==> src/rtl/qcc_pkg.sv <==
package qcc_pkg;

  // Positions of +1 digits in the canonical signed-digit form of c.
  function automatic logic [31:0] csd_plus(input int c);
    int r;
    logic [31:0] m;
    r = c;
    m = '0;
    for (int i = 0; i < 32; i++) begin
      if (r[0]) begin
        if (!r[1]) begin
          m[i] = 1'b1;
          r = r - 1;
        end else begin
          r = r + 1;
        end
      end
      r = r >>> 1;
    end
    return m;
  endfunction

  // Positions of -1 digits in the canonical signed-digit form of c.
  function automatic logic [31:0] csd_minus(input int c);
    int r;
    logic [31:0] m;
    r = c;
    m = '0;
    for (int i = 0; i < 32; i++) begin
      if (r[0]) begin
        if (r[1]) begin
          m[i] = 1'b1;
          r = r + 1;
        end else begin
          r = r - 1;
        end
      end
      r = r >>> 1;
    end
    return m;
  endfunction

  // Row handled by element j when operand number t of a frame is broadcast.
  function automatic int ring_row(input int j, input int t, input int n);
    return ((j - t) % n + n) % n;
  endfunction

endpackage

==> src/rtl/qcc_tag_seq.sv <==
module qcc_tag_seq
  import qcc_pkg::*;
#(
  parameter int N = 4,
  parameter logic [N*N-1:0] PAT = '0,
  localparam int IW = (N > 1) ? $clog2(N) : 1
) (
  input  logic          clk,
  input  logic          rst_n,
  input  logic          in_valid,
  output logic [IW-1:0] beat,
  output logic          last,
  output logic [N-1:0]  tags
);

  logic at_end;
  assign at_end = (beat == IW'(N - 1));
  assign last   = in_valid & at_end;

  always_ff @(posedge clk or negedge rst_n) begin
    if (!rst_n) begin
      beat <= '0;
    end else if (in_valid) begin
      beat <= at_end ? '0 : beat + 1'b1;
    end
  end

  always_comb begin
    for (int j = 0; j < N; j++) begin
      tags[j] = PAT[ring_row(j, int'(beat), N) * N + j];
    end
  end

  p_beat_wrap_r2: assert property (@(posedge clk) disable iff (!rst_n)
    (in_valid && beat == IW'(N - 1)) |=> (beat == '0));

  p_beat_step_r2: assert property (@(posedge clk) disable iff (!rst_n)
    (in_valid && beat != IW'(N - 1)) |=> (beat == $past(beat) + 1'b1));

  p_beat_hold_r8: assert property (@(posedge clk) disable iff (!rst_n)
    !in_valid |=> $stable(beat));

endmodule

==> src/rtl/qcc_pe.sv <==
module qcc_pe
  import qcc_pkg::*;
#(
  parameter int DW = 8,
  parameter int SW = 17,
  parameter int CSD_W = 8,
  parameter int unsigned COEF = 1,
  localparam logic [31:0] PLUS  = csd_plus(int'(COEF)),
  localparam logic [31:0] MINUS = csd_minus(int'(COEF))
) (
  input  logic                 clk,
  input  logic                 rst_n,
  input  logic                 en,
  input  logic                 clr,
  input  logic                 tag,
  input  logic signed [DW-1:0] x,
  input  logic signed [SW-1:0] psum_in,
  output logic signed [SW-1:0] sum_out,
  output logic signed [SW-1:0] psum_q
);

  logic signed [SW-1:0] xe;
  logic signed [SW-1:0] prod;
  logic signed [SW-1:0] base;

  assign xe = SW'(x);

  // Constant multiply: shifts and adds chosen by the signed-digit masks.
  always_comb begin
    prod = '0;
    for (int b = 0; b < CSD_W; b++) begin
      if (PLUS[b]) begin
        prod = prod + (xe <<< b);
      end else if (MINUS[b]) begin
        prod = prod - (xe <<< b);
      end
    end
  end

  assign base    = clr ? '0 : psum_in;
  assign sum_out = tag ? (base - prod) : (base + prod);

  always_ff @(posedge clk or negedge rst_n) begin
    if (!rst_n) begin
      psum_q <= '0;
    end else if (en) begin
      psum_q <= sum_out;
    end
  end

  p_psum_hold_r8: assert property (@(posedge clk) disable iff (!rst_n)
    !en |=> $stable(psum_q));

endmodule

==> src/rtl/qcc_out_sr.sv <==
module qcc_out_sr #(
  parameter int N = 4,
  parameter int SW = 17,
  localparam int IW = (N > 1) ? $clog2(N) : 1,
  localparam int CW = $clog2(N + 1)
) (
  input  logic                  clk,
  input  logic                  rst_n,
  input  logic                  load,
  input  logic [N-1:0][SW-1:0]  load_vec,
  output logic                  out_valid,
  output logic [IW-1:0]         out_idx,
  output logic [SW-1:0]         out_data
);

  logic [N-1:0][SW-1:0] sr;
  logic [CW-1:0]        cnt;
  logic                 shift_evt;

  assign shift_evt = !load && (cnt != '0);

  always_ff @(posedge clk or negedge rst_n) begin
    if (!rst_n) begin
      sr      <= '0;
      cnt     <= '0;
      out_idx <= '0;
    end else if (load) begin
      sr      <= load_vec;
      cnt     <= CW'(N);
      out_idx <= '0;
    end else if (shift_evt) begin
      for (int i = 0; i < N - 1; i++) begin
        sr[i] <= sr[i + 1];
      end
      sr[N-1] <= '0;
      cnt     <= cnt - 1'b1;
      out_idx <= (cnt == CW'(1)) ? '0 : out_idx + 1'b1;
    end
  end

  assign out_valid = (cnt != '0);
  assign out_data  = sr[0];

  p_start_r4: assert property (@(posedge clk) disable iff (!rst_n)
    load |=> (out_valid && out_idx == '0));

  p_step_r4: assert property (@(posedge clk) disable iff (!rst_n)
    (out_valid && !load && out_idx != IW'(N - 1)) |=>
      (out_valid && out_idx == $past(out_idx) + 1'b1));

  p_end_r4: assert property (@(posedge clk) disable iff (!rst_n)
    (out_valid && !load && out_idx == IW'(N - 1)) |=> !out_valid);

  p_idle_zero_r6: assert property (@(posedge clk) disable iff (!rst_n)
    !out_valid |-> (out_data == '0 && out_idx == '0));

endmodule

==> src/rtl/qcyc_conv_array.sv <==
module qcyc_conv_array #(
  parameter int DW = 8,
  parameter int N = 4,
  parameter int COEF_W = 7,
  parameter int unsigned COEF [N] = '{127, 81, 13, 100},
  parameter logic [N*N-1:0] SIGN_PAT = 16'h7310,
  localparam int IW = (N > 1) ? $clog2(N) : 1,
  localparam int SW = DW + COEF_W + $clog2(N)
) (
  input  logic          clk,
  input  logic          rst_n,
  input  logic          in_valid,
  input  logic [DW-1:0] in_data,
  output logic          out_valid,
  output logic [IW-1:0] out_idx,
  output logic [SW-1:0] out_data
);

  logic [IW-1:0]        beat;
  logic                 frame_done;
  logic                 clr_acc;
  logic [N-1:0]         tags;
  logic [N-1:0][SW-1:0] psum_q;
  logic [N-1:0][SW-1:0] sum_c;
  logic [N-1:0][SW-1:0] cap_vec;

  qcc_tag_seq #(
    .N   (N),
    .PAT (SIGN_PAT)
  ) u_tags (
    .clk      (clk),
    .rst_n    (rst_n),
    .in_valid (in_valid),
    .beat     (beat),
    .last     (frame_done),
    .tags     (tags)
  );

  // The first operand of a frame starts every row from zero.
  assign clr_acc = (beat == '0);

  for (genvar j = 0; j < N; j++) begin : g_pe
    qcc_pe #(
      .DW    (DW),
      .SW    (SW),
      .CSD_W (COEF_W + 1),
      .COEF  (COEF[j])
    ) u_pe (
      .clk     (clk),
      .rst_n   (rst_n),
      .en      (in_valid),
      .clr     (clr_acc),
      .tag     (tags[j]),
      .x       (in_data),
      .psum_in (psum_q[(j + N - 1) % N]),
      .sum_out (sum_c[j]),
      .psum_q  (psum_q[j])
    );
    // Row j is finished by the element N-1 places further round the ring.
    assign cap_vec[j] = sum_c[(j + N - 1) % N];
  end

  qcc_out_sr #(
    .N  (N),
    .SW (SW)
  ) u_out (
    .clk       (clk),
    .rst_n     (rst_n),
    .load      (frame_done),
    .load_vec  (cap_vec),
    .out_valid (out_valid),
    .out_idx   (out_idx),
    .out_data  (out_data)
  );

  p_frame_out_r4: assert property (@(posedge clk) disable iff (!rst_n)
    frame_done |=> out_valid);

endmodule

==> config.mk <==
export PLATFORM = sky130hd
export DESIGN_NAME = qcyc_conv_array
export DESIGN_NICKNAME = d
export VERILOG_FILES = /design/src/rtl/qcc_pkg.sv /design/src/rtl/qcc_tag_seq.sv /design/src/rtl/qcc_pe.sv /design/src/rtl/qcc_out_sr.sv /design/src/rtl/qcyc_conv_array.sv
export SDC_FILE = /design/constraint.sdc
export NUM_CORES = 1
export LEC_CHECK = 0
export BUFFER_PORTS_ARGS = -buffer_cell sky130_fd_sc_hd__buf_2
export CORE_MARGIN = 1.5
export CORE_UTILIZATION = 40
export DETAILED_ROUTE_END_ITERATION = 16
export SLEW_MARGIN = 10
export SYNTH_ARGS = -nofsm -noshare
export SYNTH_HDL_FRONTEND = slang
export SYNTH_SLANG_ARGS = --single-unit
==> constraint.sdc <==
create_clock -name clk -period 5.4 [get_ports clk]
set_input_delay 0.54 -clock clk [delete_from_list [all_inputs] [get_ports clk]]
set_output_delay 0.54 -clock clk [all_outputs]
set_load 0.05 [all_outputs]
Word level (Yosys, flattened, before mapping)

Memory sizes are Yosys's and may differ from the RTL's.
Cells that the tools add are included.

Muxes and demuxes: 25
Div/mod/pow operators: 0
Reductions and logical operators: 13
Magnitude comparators: 4
Bitwise gates (word level): 9
Eq/ne operators: 2
Shift operators: 0
Multiply operators: 0
Add/sub/neg operators: 30

Operators with widths:

| operator              | count |
|---|---|
| $mux W17              | 8 |
| $mux W68              | 2 |
| $lt A32 B6 Y1 const B | 3 |
| $add A17 B17 Y17      | 4 |
| $sub A17 B17 Y17      | 4 |
| $add A3 B4 Y5 const B | 4 |
| $add A14 B15 Y16      | 1 |
| $add A9 B15 Y16       | 1 |
| $reduce_or A2 Y1      | 8 |
| $add A13 B14 Y15      | 1 |
| $sub A10 B13 Y14      | 1 |
| $add A11 B12 Y13      | 1 |
| $add A8 B12 Y13       | 1 |
| $add A5 B3 Y6 const B | 2 |
| $sub A8 B10 Y11       | 1 |
| $and A1 B1 Y1         | 9 |
| $sub A1 B8 Y9 const A | 1 |
| $mux W1               | 8 |
| $mux W2               | 4 |
| $add A5 B2 Y6 const B | 1 |
| $lt A5 B6 Y1 const B  | 1 |
| $mux W3               | 2 |
| $sub A1 B2 Y3 const A | 2 |
| $sub A2 B2 Y3 const A | 2 |
| other kinds (10)      | 11 |

Bits in writable memories: 0
Word-level logic and storage cells: 97
Register bits: 143
Bits in latches: 0
Memories: 3
Memory bits (read-only): 48
Bits of input ports: 11

Memories:

| memory           | words | bits a word | rd ports | clocked after memory_dff | wr ports | line              | text |
|---|---|---|---|---|---|---|---|
| (name not given) | 16    | 1           | 1        | 0                        | 0        | qcc_tag_seq.sv:30 | `tags[j] = PAT[ring_row(j, int'(beat), N) * N + j];` |
| (name not given) | 16    | 1           | 1        | 0                        | 0        | qcc_tag_seq.sv:30 |  |
| (name not given) | 16    | 1           | 1        | 0                        | 0        | qcc_tag_seq.sv:30 |  |

Logic depth before layout (Yosys ltp)

Depth in word-level cells: 12
Mapped depth: 21

Hierarchy

From an unflattened synthesis, not the netlist that was laid out.

Cell total of the unflattened synthesis: 1,545
Area total of the unflattened synthesis: 13,651.8 µm²

Modules (own cells, without submodules):

| module                 | area each (µm²) | instances | cells each | sequential area each (µm²) |
|---|---|---|---|---|
| qcc_out_sr             | 3,468.3         | 1         | 338        | 1,826.8 |
| qcc_pe at g_pe[2].u_pe | 2,633.8         | 1         | 322        | 425.4 |
| qcc_pe at g_pe[0].u_pe | 2,558.7         | 1         | 305        | 425.4 |
| qcc_pe at g_pe[3].u_pe | 2,452.4         | 1         | 290        | 425.4 |
| qcc_pe at g_pe[1].u_pe | 2,387.3         | 1         | 273        | 425.4 |
| qcc_tag_seq            | 147.6           | 1         | 16         | 50.0 |
| qcyc_conv_array        | 3.8             | 1         | 1          | 0.0 |

Least setup slack after synthesis

No wires, ideal clock.

Path kind: input-to-reg
Start point: input port in_data[2]
End point: register u_out.sr[66] (netlist bit)
Stages: 19
Slack: 0.508 ns
Library setup time: 0.095 ns
Data arrival time: 4.797 ns
Cells stage by stage: buf_6 -> inv_1 -> fa_1 -> ha_1 -> o21a_1 -> o31a_1 -> o21ai_1 -> nor3b_1 -> nor2_1 -> nor4_1 -> a31oi_1 -> xor2_1 -> ha_1 -> or3_1 -> a211oi_1 -> nor3_1 -> o31ai_1 -> a21oi_1 -> o31ai_1

Cells in the longest elaborated chain, start to end: 5
Elaborated cells between the ends (all ways): 6
Those cells by class: add/sub (4); mux (2)

RTL lines:

| what                                                 | line                  | text |
|---|---|---|
| from (decl)                                          | qcyc_conv_array.sv:13 | `input logic [DW-1:0] in_data,` |
| $sub A8 B10 Y11                                      | qcc_pe.sv:35          | `prod = prod - (xe <<< b);` |
| $add A11 B12 Y13 (*)                                 | qcc_pe.sv:33          | `prod = prod + (xe <<< b);` |
| $add A17 B17 Y17 or $sub A17 B17 Y17 (tied branches) | qcc_pe.sv:41          | `assign sum_out = tag ? (base - prod) : (base + prod);` |
| $mux W17 (*)                                         | qcc_pe.sv:41          |  |
| $mux W68 (*)                                         | qcc_out_sr.sv:27      | `end else if (load) begin` |
| to (signal assigned)                                 | qcc_out_sr.sv:28      | `sr <= load_vec;` |
| to (signal, indexed assignment)                      | qcc_out_sr.sv:33      | `sr[i] <= sr[i + 1];` |
| to (decl)                                            | qcc_out_sr.sv:16      | `logic [N-1:0][SW-1:0] sr;` |

Mark *: on every way between the ends. The rest lies on a longest branch, timed or not.
A chain may end at the register's enable or synchronous reset.

Final worst setup path

Start point: input port in_data[1]
End point: register g_pe[3].u_pe.psum_q[16]

Cells in the longest elaborated chain, start to end: 4
Elaborated cells between the ends (all ways): 5
Those cells by class: add/sub (4); mux (1)

RTL lines:

| what                                                 | line         | text |
|---|---|---|
| $sub A10 B13 Y14                                     | qcc_pe.sv:35 |  |
| $add A14 B15 Y16 (*)                                 | qcc_pe.sv:33 |  |
| $add A17 B17 Y17 or $sub A17 B17 Y17 (tied branches) | qcc_pe.sv:41 |  |
| $mux W17 (*)                                         | qcc_pe.sv:41 |  |
| to (signal assigned)                                 | qcc_pe.sv:47 | `psum_q <= sum_out;` |
| to (decl)                                            | qcc_pe.sv:19 | `output logic signed [SW-1:0] psum_q` |

Marked as above.

==> run metrics <==
vias in the first global route=9,964; Final WS setup=0.607 ns; setup TNS=0 ns; Syn Nets=1,582; DR pass1 iterations=5; H-tree levels=4; area leader, netlist=dfrtp_1; Port-buffer cells=30; P_leak=6.03 nW; ANT nets after route=0; Area Growth Syn to Fin=9.33%; WP buf/inv=3; post-place setup slack=about 0.25 ns; share of cells above drive strength 1=13.5%; top-area cell type share of the netlist area=28.7%; routed vias/inst=5.61; top cells by area, synth=dfrtp_1 29%, ha_1 11%, xnor2_1 5.6%; Nets=1,596; synthesized instance count=1,442; Critical Path End Type=flop; placed cells=approximately 1.8k; Synth cell types=79; Critical Path RT=~5.7 ns; clock transition at the registers of the reported paths=0.06 ns; Initial Util=40.7%; worst skew pair latency=around 0.44 ns; cts hold-fix bufs=0; Setup CP Type=in2reg; DR iter-0 viols=875; CTS Buffer Depth=2; most frequent cells in the layout=149 x nand2_1, 143 x dfrtp_1, 115 x nor2_1; CTS Root Cell=clkbuf_16; post-synthesis register bit count=143; CP cell instances=buf_2, inv_1, buf_4, ha_1, nor2_1, o21bai_1, a21oi_1, nor2b_1, o21ai_0, a21boi_0, o21ai_0, nor2b_1, xnor2_1, ha_1, and3_1, a21oi_1, o31ai_1, o41ai_1, o21ai_0, xnor2_1, a21oi_1; area post-placement=between 0.01 and 0.015 mm^2; slowest CP cell=o21ai_0; antenna cell count=0; Hold WS=0.0413 ns; CTS tree=built; # rows=64; Pins Over Slew Limit=0; Post-synth EDFFs=0; clock skew=0.0102 ns; period utilization=88.8%; Design Power=10.1 mW; DPL Wire Length=roughly 27 mm; core footprint=0.0306 mm^2; DRC=0; post-route cell area=0.0136 mm^2; Post-CTS Resized=0; worst vdd ir=0.320 mV; first-pass GRT wire length=56.4 mm; Max-cap violations=0; Final Non-Filler Cells=1,865; Die Ht=179 um; fmax=0.209 GHz; # Post-CTS Setup Buffers=0; drt total wl=35.8 mm; largest net degree at the start of global routing=60; RSZ-0062 raised after global routing=false; Top FF cell, synth=dfrtp_1; Max FO, Critical Path=7; most common cell after layout, fill and taps aside=nand2_1; GRT Overall Usage=22.2%; die width=179 um; synth warn=0; slew margin rel.=30.4%; wire length per cell=around 19 um; die area=0.0322 mm^2; Top Ports=31; PD cells=741 mW/mm^2; CP max stage delay=about 0.44 ns; Final setup viols=0; mapped cell area=0.0125 mm^2; Crit path max-delay family=compound AO/OA/AOI/OAI gates; total congestion overflow=0; ys async rst share=between 90% and 100%; crit path launch type=primary input; TritonCTS Sinks=143; worst-margin pin slew=between 1 and 1.5 ns; register area share after synthesis=28.7%; GP Congestion=0.915; initial antenna violation count=0; fin crit period=4.79 ns; average cell area after synthesis=8.64 um^2; Final Hold Violating Endpoints=0; final core occ=44.5%; crit path DAT=5.07 ns; CTS Buf Count=17; Vias=10.5k; status=completed; Hold Path Class=in2async
[logic make-up (layout without fill, tap and decap cells)]
family | after synthesis | after routing | share of synthesized area (%)
fa+ha+maj | 129 | 129 | 14.0
mux | 61 | 61 | 5.48
xor+xnor | 118 | 118 | 8.36
flops | 143 | 143 | 28.7
compound gates | 331 | 331 | 17.9
buf+inv | 153 | 180 | 5.34
simple gates | 507 | 507 | 20.2
[synthesized netlist by cell type, types with 19 or more instances]
master	instances
a21o_1	23
a21oi_1	86
a31oi_1	50
and3_1	19
clkbuf_1	52
dfrtp_1	143
ha_1	111
inv_1	74
mux2_2	54
nand2_1	150
nand3_1	28
nor2_1	116
nor2b_1	79
nor3_1	33
o21ai_0	40
xnor2_1	79
xor2_1	38
[worst register-to-register path: cells and delay by family, from the launching register on]
family	cells	cell delay, ns
AO/OA/AOI/OAI	6	1.53
adder cells (fa/ha/maj)	2	1.11
AND/OR/NAND/NOR	2	0.31
XOR/XNOR	2	0.49
buffers and inverters	2	0.38
multiplexers	1	0.20
flip-flops	1	0.38
[routing by layer]
metal | routed length (um) | vias up | GRT usage, %
met3 | 1540 | 47 | 2.90
met4 | 1130 | 0 | 8.40
met5 | 0 | - | 0
li1 | - | 5086 | -
met1 | 16500 | 5060 | 30.2
met2 | 16600 | 261 | 35.9
[layout make-up]
| class | instances | area [um^2] |
|---|---|---|
| Sequential cell | 143 | 3580 |
| Fill cell | 2982 | 17000 |
| Multi-Input combinational cell | 1146 | 8230 |
| Timing Repair Buffer | 74 | 489 |
| Tap cell | 396 | 495 |
| Inverter | 74 | 278 |
| Clock buffer | 18 | 439 |
| Clock inverter | 14 | 111 |
[state kept, by name, summed over array words and instances (netlist names)]
| signal | cells |
|---|---|
| g_pe.u_pe.psum_q | 68 |
| u_tags.beat | 2 |
| u_out.cnt | 3 |
| u_out.out_idx | 2 |
| u_out.sr | 51 |
| u_out.out_data | 17 |
[power by group]
group	switching (mW)	internal [mW]	total [mW]
sequential	0.259	1.58	1.84
clock	0.509	0.604	1.11
combinational	4.23	2.90	7.14
total	5.00	5.09	10.1
[final timing paths]
kind | from | end | slack [ns] | cells after the start
worst max register to register | u_tags.beat[1] | g_pe[0].u_pe.psum_q[16] | 0.94 | 15
worst max-delay path | in_data[1] | g_pe[3].u_pe.psum_q[16] | 0.61 | 21
worst min-delay path | rst_n | u_out.cnt[0] | 0.04 | 1
min in group clk | u_out.sr[53] | u_out.sr[53] | 0.48 | 2
worst min register to register | u_out.sr[53] | u_out.sr[53] | 0.48 | 2
max in group asynchronous | rst_n | u_out.sr[26] | 4.22 | 2
Power figures use the tool's default switching activity.
